File: src/rtl/fuse_rd_ctrl.sv
module fuse_rd_ctrl #(
  parameter int WORD_BYTES  = 4,
  parameter int ARRAY_BYTES = 512,
  parameter int RD_LATENCY  = 8
) (
  input  logic        clk,
  input  logic        rst_n,
  input  logic        reg_wr,
  input  logic [4:0]  reg_addr,
  input  logic [31:0] reg_wdata,
  output logic [31:0] reg_rdata,
  output logic        fuse_pd,
  output logic        fuse_rd,
  output logic [10:0] fuse_addr,
  input  logic [31:0] fuse_rdata
);
  localparam int WORDS  = ARRAY_BYTES / WORD_BYTES;
  localparam int DATA_W = 8 * WORD_BYTES;
  localparam int CNT_W  = $clog2(RD_LATENCY + 1);
  localparam logic [31:0] DATA_MASK = {32{1'b1}} >> (32 - DATA_W);
  localparam logic [4:0] OFS_CTRL = 5'h04;
  localparam logic [4:0] OFS_DATA = 5'h08;
  localparam logic [4:0] OFS_CFG  = 5'h10;

  logic [10:0]      addr_fld_q, lat_addr_q;
  logic [7:0]       wbyte_q;
  logic [2:0]       wctl_q;
  logic             set_q, start_q, rden_q, pd_q, enc_q, busy_q;
  logic [CNT_W-1:0] cnt_q;
  logic [31:0]      data_q;

  wire wr_ctrl  = reg_wr && (reg_addr == OFS_CTRL);
  wire wr_cfg   = reg_wr && (reg_addr == OFS_CFG);
  wire set_rise = wr_ctrl && reg_wdata[11] && !set_q && !busy_q;
  wire go       = wr_ctrl && reg_wdata[25] && !start_q && reg_wdata[24]
                  && !reg_wdata[27] && !busy_q;
  wire in_range = 32'(lat_addr_q) < WORDS;

  always_ff @(posedge clk or negedge rst_n) begin
    if (!rst_n) begin
      addr_fld_q <= '0;
      set_q      <= 1'b0;
      wctl_q     <= '0;
      wbyte_q    <= '0;
      rden_q     <= 1'b0;
      start_q    <= 1'b0;
      pd_q       <= 1'b1;
      enc_q      <= 1'b0;
    end else begin
      if (wr_ctrl) begin
        addr_fld_q <= reg_wdata[10:0];
        set_q      <= reg_wdata[11];
        wctl_q     <= reg_wdata[14:12];
        wbyte_q    <= reg_wdata[23:16];
        rden_q     <= reg_wdata[24];
        start_q    <= reg_wdata[25];
        pd_q       <= reg_wdata[27];
      end
      if (wr_cfg) enc_q <= reg_wdata[10];
    end
  end

  always_ff @(posedge clk or negedge rst_n) begin
    if (!rst_n) begin
      lat_addr_q <= '0;
      busy_q     <= 1'b0;
      cnt_q      <= '0;
      data_q     <= '0;
    end else begin
      if (set_rise) lat_addr_q <= reg_wdata[10:0];
      if (go) begin
        busy_q <= 1'b1;
        cnt_q  <= CNT_W'(RD_LATENCY - 1);
      end else if (busy_q) begin
        if (cnt_q == '0) begin
          busy_q <= 1'b0;
          data_q <= in_range ? (fuse_rdata & DATA_MASK) : '0;
        end else begin
          cnt_q <= cnt_q - 1'b1;
        end
      end
    end
  end

  always_comb begin
    case (reg_addr)
      OFS_CTRL: reg_rdata = {4'b0, pd_q, busy_q, start_q, rden_q, wbyte_q,
                             1'b0, wctl_q, set_q, addr_fld_q};
      OFS_DATA: reg_rdata = data_q;
      OFS_CFG:  reg_rdata = {21'b0, enc_q, 10'b0};
      default:  reg_rdata = '0;
    endcase
  end

  assign fuse_pd   = pd_q;
  assign fuse_rd   = busy_q;
  assign fuse_addr = lat_addr_q;
endmodule

File: config.mk
export PLATFORM = sky130hd
export DESIGN_NAME = fuse_rd_ctrl
export DESIGN_NICKNAME = d
export VERILOG_FILES = /design/src/rtl/fuse_rd_ctrl.sv
export SDC_FILE = /design/constraint.sdc
export NUM_CORES = 1
export LEC_CHECK = 0
export ABC_AREA = 0
export BUFFER_PORTS_ARGS = -buffer_cell sky130_fd_sc_hd__buf_2
export CORE_AREA = 10 10 91 93
export CTS_CLUSTER_DIAMETER = 50
export CTS_CLUSTER_SIZE = 14
export DETAILED_ROUTE_END_ITERATION = 6
export DIE_AREA = 0 0 101 103
export GPL_ROUTABILITY_DRIVEN = 0
export PLACE_DENSITY = 0.89
export REMOVE_ABC_BUFFERS = 1
export SLEW_MARGIN = 5
export SYNTH_ARGS = -nofsm -noshare
export SYNTH_HDL_FRONTEND = slang
export SYNTH_SLANG_ARGS = --single-unit
File: constraint.sdc
create_clock -name clk -period 4.2 [get_ports clk]
set_input_delay 1.05 -clock clk [delete_from_list [all_inputs] [get_ports clk]]
set_output_delay 1.05 -clock clk [all_outputs]
set_load 0.02 [all_outputs]
==> results of run 1 <==
==> cells in the final DEF (no fill, tap or decap), types with 3 or more instances in the layout <==
| master | instances |
|---|---|
| dfrtp_1 | 74 |
| a22o_1 | 26 |
| buf_2 | 109 |
| inv_1 | 3 |
| nand2_1 | 66 |
| mux2_2 | 25 |
| clkbuf_8 | 10 |
| and2_1 | 5 |
| mux2_4 | 13 |
| buf_4 | 5 |
| bufinv_16 | 3 |
| and3_1 | 3 |
| nand3_1 | 32 |
==> registers in the layout, summed over array words and instances, names as in the netlist <==
signal,flops
data_q,32
addr_fld_q,11
fuse_addr,11
wbyte_q,8
cnt_q,4
wctl_q,3
enc_q,1
fuse_pd,1
fuse_rd,1
rden_q,1
set_q,1
start_q,1
==> per-layer routing <==
layer  wire length (µm)  track usage
met5                  0            0
met4                 60       0.0504
met3                613       0.0442
met2               4580        0.303
met1               3640        0.200
==> final cells by class <==
cell class	count	area, µm²
fillers	521	2310
flip-flops and latches	75	1880
multi-input cells	200	1440
repair buffers	114	583
clock buffers	11	141
clock inverters	5	100
well taps	80	100
inverters	3	11.3
==> per-stage QoR <==
stage | hold slack [ns] | setup WS (ns)
after global routing | 0.496 | 0.475
after floorplan | 0.430 | 0.816
after CTS | 0.468 | 0.570
after detailed placement | 0.449 | 0.571
after global placement | 0.443 | 0.626
final | 0.464 | 0.551
==> tightest hold or removal path, cell delays in order (launching register included) <==
cell and delay, ns:
dfrtp_1 0.34, nand2_1 0.05, nand2_1 0.05
==> logic make-up (layout without fill, tap and decap cells) <==
group / after synthesis / count (layout) / synth area share
AO/OA/AOI/OAI: 37 / 37 / 0.0891
adder cells (fa/ha/maj): 1 / 1 / 0.00365
buffers and inverters: 25 / 133 / 0.0376
flip-flops: 75 / 75 / 0.548
AND/OR/NAND/NOR: 124 / 124 / 0.183
multiplexers: 38 / 38 / 0.139
==> worst paths after layout <==
kind | from | end | slack, ns | depth (start not counted)
hold reg to reg | data_q[29] | data_q[29] | 0.46 | 2
hold / removal | data_q[29] | data_q[29] | 0.46 | 2
max in group asynchronous | rst_n | wbyte_q[0] | 2.75 | 1
setup / recovery | reg_addr[2] | reg_rdata[10] | 0.55 | 5
min in group asynchronous | rst_n | enc_q | 0.86 | 1
setup reg to reg | fuse_rd | data_q[8] | 2.22 | 4
==> power by group <==
| group | switching, mW | internal (mW) | total, mW |
|---|---|---|---|
| logic | 0.157 | 0.136 | 0.293 |
| clock network | 0.253 | 0.409 | 0.663 |
| registers | 0.0742 | 0.832 | 0.906 |
==> qor.yml, run 1 <==
routed_wl_um: 8890
crit_type: "in -> out"
fmax_ghz: 0.274
grt_max_degree: 76
clockRootBuffer: "clkbuf_8"
drv_cap: 0
grt_pass1_vias: 2922
numCtsBuffers: 9
synthTopCellsByCount: "dfrtp_1 (74), nand2_1 (66), nand3_1 (32)"
cts_setup_buffers: 0
ys_types: 38
cts.path.max_buffers: 2
avgRoutedWirePerCell_um: 18.2
post-synth-top-count-cell: "dfrtp_1"
critPathBufInv: 2
async_flop_share: 1.00
setup_viol: 0
cpMostUsedCell: "buf_2"
cp-end-kind: "output port"
finalPower_mw: 1.86
postRouteAntennaNets: 0
rsz0062_at_grt: "no"
die_area_um2: 10400
vias: 2690
overflow: 0
crit_chain: "buf_2 -> nor3_1 -> and3b_2 -> a221o_1 -> buf_2"
clk_pin_slew_ns: 0.08
crit_path_top_delay_cell: "and3b_2"
htree_levels: 3
start_kind: "input pin"
synthesis.area_um2: 3430
grt_pass1_wl_um: 14300
tritoncts: "built"
cts_resized: 0
p_leak_nw: 2.34
min_period_ns: 3.65
rows: 30
avgSynthCellArea_um2: 11.4
via_per_inst: 5.51
worstPathRequired_ns: 3.15
final_util: 0.648
hp-class: "reg -> reg"
ios: 117
drv_slew: 0
synth_top_area_frac: 0.540
max_stage_delay_ns: 0.66
start_util: 0.522
ys_ff_latch: 75
drc: 0
yosys.area.top_type: "dfrtp_1"
relSlewSlack: 0.379
area_delta_synth_final_pct: 24.2
status: "completed"
timing.setup.tns_ns: 0
seq_area_frac_synth: 0.548
synth-main-ff-cell: "dfrtp_1"
finalClockSkew_ns: 0.00814
nets: 476
drive_gt1_frac: 0.431
cp_top_family: "simple AND/OR/NAND/NOR gates"
critPathMaxFanout: 32
syn_inst: 300
irDropWorstVdd_mv: 0.266
period_share: 0.869
dpl.hpwl_um: 6090
portBuffers: 110
die_y_um: 103
powerDensity_nw_per_um2: 437
cts-hold-fix-buffers: 0
diodes: 0
track_usage: 0.172
drt_iter0_drc: 73
critical_path_arrival_ns: 2.60
clk-insertion-delay-late_ns: 0.33
final_cells: 488
core_area_um2: 6570
yosys_warnings: 0
placedCellCount: 472
die-width_um: 101
dpl_cell_area_um2: 4020
finalHoldViolCount: 0
cts_sinks: 75
firstDrtPassIters: 4
antenna_found_initial: 0
tightest_slew_ns: 0.932
ys_top_cells_by_area: "dfrtp_1 (54%), mux2_2 (8.2%), nand2_1 (7.2%)"
post-route-cell-area_um2: 4260
synth-edff-count: 0
(Power assumes the default switching activity.)
==> run 2, diff against run 1 <==
Settings changed: PLACE_DENSITY 0.89 to 0.92.
==> run 2 against run 1 <==
  * Fmax grew 1.1%
  * Cell count is the same
  * Die area is the same
  * Sequential share of layout area is essentially flat
  * Count of clock-buffer cells in the layout shrank 2
  * Core utilization is essentially flat
  * Total power shrank 0.14%
  * Combinational power is essentially flat
  * Register-to-register slack lost 0.04 ns
  * Clock skew grew 0.0020 ns
  * Design area is essentially flat
  * Critical path type unchanged
==> qor.yml, run 2 (synthesis results as in run 1) <==
largest_reg_flops: 32  # unchanged
reg2reg_slack_ns: 2.18  # -0.04 ns
clockRootBuffer: "clkbuf_8"
tightest_slew_ns: 0.943  # +0.0112 ns
status: "completed"
drv_slew: 0  # unchanged
nets: 476  # unchanged
crit_path_top_delay_cell: "and3b_2"
p_leak_nw: 2.33  # -0.18%
drv_cap: 0  # unchanged
finalClockSkew_ns: 0.0101  # +0.00201 ns
startpoint: "reg_addr[2]"
cp-end-kind: "output port"
period_share: 0.860  # -0.00906
firstDrtPassIters: 4  # unchanged
pwr-share-seq: 0.487  # about the same
grt_pass1_vias: 2754  # -5.7%
via_per_inst: 5.52  # +0.15%
critPathMaxFanout: 32  # unchanged
diodes: 0  # unchanged
worstPathRequired_ns: 3.15  # about the same
cpMostUsedCell: "buf_2"
r2r_end: "data_q[12]"
rsz0062_at_grt: "no"
track_usage: 0.169  # -0.00304
cts.path.max_buffers: 2  # unchanged
final_cell_mix: "buf_2 (109), dfrtp_1 (74), nand2_1 (66)"
final_util: 0.648  # about the same
hp-class: "reg -> reg"
cts_sinks: 75  # unchanged
grt_max_degree: 76  # unchanged
portBuffers: 110  # unchanged
p_sw_uw: 499  # +2.8%
final_common_cell: "buf_2"
crit_chain: "buf_2 -> nor3_1 -> and3b_2 -> a22o_1 -> buf_2"
critical_path_arrival_ns: 2.56  # -0.04 ns
drt_iter0_drc: 104  # +42%
min_path_cells: 2  # unchanged
clk-insertion-delay-late_ns: 0.35  # +0.02 ns
powerDensity_nw_per_um2: 437  # -0.11%
start_kind: "input pin"
die_area_um2: 10400  # unchanged
finalHoldViolCount: 0  # unchanged
drc: 0  # unchanged
cts_setup_buffers: 0  # unchanged
htree_levels: 3  # unchanged
p_int_mw: 1.36  # -1.2%
overflow: 0  # unchanged
routed_wl_um: 8880  # -0.16%
tritoncts: "built"
multi_input_area_um2: 1440  # unchanged
post-route-cell-area_um2: 4260  # about the same
postRouteAntennaNets: 0  # unchanged
hold_end: "data_q[28]"
die_y_um: 103  # unchanged
grt_pass1_wl_um: 13800  # -3.6%
irDropWorstVdd_mv: 0.254  # -4.8%
core_area_um2: 6570  # unchanged
numCtsBuffers: 9  # unchanged
die-width_um: 101  # unchanged
fmax_ghz: 0.277  # +1.1%
cts_resized: 0  # unchanged
rows: 30  # unchanged
regToRegStartpoint: "fuse_rd"
min_period_ns: 3.61  # -0.0381 ns
fillers: 516  # -0.96%
area_delta_synth_final_pct: 24.2  # about the same
seq_area_um2: 1880  # unchanged
max_stage_delay_ns: 0.67  # about the same
antenna_found_initial: 0  # unchanged
whs_ns: 0.458  # -0.00614 ns
timing.setup.tns_ns: 0  # unchanged
power.share.combinational: 0.157  # about the same
avgRoutedWirePerCell_um: 18.2  # -0.16%
min_from: "data_q[28]"
drive_gt1_frac: 0.434  # +0.00245
clkPwrFrac: 0.357  # about the same
crit_type: "in -> out"
vias: 2694  # +0.15%
cts-hold-fix-buffers: 0  # unchanged
power.share.switching: 0.268  # +0.00772
setup_viol: 0  # unchanged
clk_pin_slew_ns: 0.07  # about the same
start_util: 0.522  # unchanged
top_register: "data_q"
dpl.hpwl_um: 6260  # +2.8%
rr_worst_depth: 4  # unchanged
relSlewSlack: 0.371  # -0.00750
dpl_cell_area_um2: 4020  # unchanged
ios: 117  # unchanged
[run 2: changes by cell type in the layout (fill, tap and decap cells not counted), sizes merged]
| cell | previous run | this run |
|---|---|---|
| clkbuf | 11 | 9 |
| clkinv | 2 | 3 |
| clkinvlp | 0 | 1 |
[run 2: power groups by stage]
stage	clock network (mW)	registers (mW)	logic (mW)
after CTS	0.676	0.904	0.296
after global routing	0.712	0.919	0.320
after global placement	0	0.907	0.280
final	0.663	0.905	0.291
after floorplan	0	0.912	0.163
after detailed placement	0	0.918	0.295
[run 2: per-stage QoR]
step | total power, mW | worst slack (ns) | cells
floorplan | 1.07 | 0.816 | 278
global placement | 1.19 | 0.606 | 472
detailed placement | 1.21 | 0.584 | 472
CTS | 1.88 | 0.585 | 488
global route | 1.95 | 0.460 | 488
finish | 1.86 | 0.589 | 488
[run 2: final cells by class]
class                   instances  area share
flip-flops and latches         75       0.441
clock inverters                 7      0.0273
multi-input cells             200       0.339
repair buffers                114       0.137
inverters                       3     0.00265
well taps                      80      0.0235
clock buffers                   9      0.0291
[run 2: worst max path at each step]
stage / end / slack (ns)
floorplan: data_q[0] / 0.82
CTS: reg_rdata[26] / 0.59
finish: reg_rdata[26] / 0.59
global placement: reg_rdata[10] / 0.61
detailed placement: reg_rdata[26] / 0.58
global route: reg_rdata[10] / 0.46
[run 2: critical path, delay by kind of cell]
kind,cells,cell delay [ns]
compound gates,1,0.26
buf+inv,2,0.28
simple gates,2,0.94
[run 2: per-layer routing]
layer	track usage	up-vias	share of wire
li1	-	1268	-
met1	0.189	1329	0.39
met2	0.292	87	0.52
met3	0.0529	10	0.072
met4	0.0665	0	0.011
met5	0	-	0
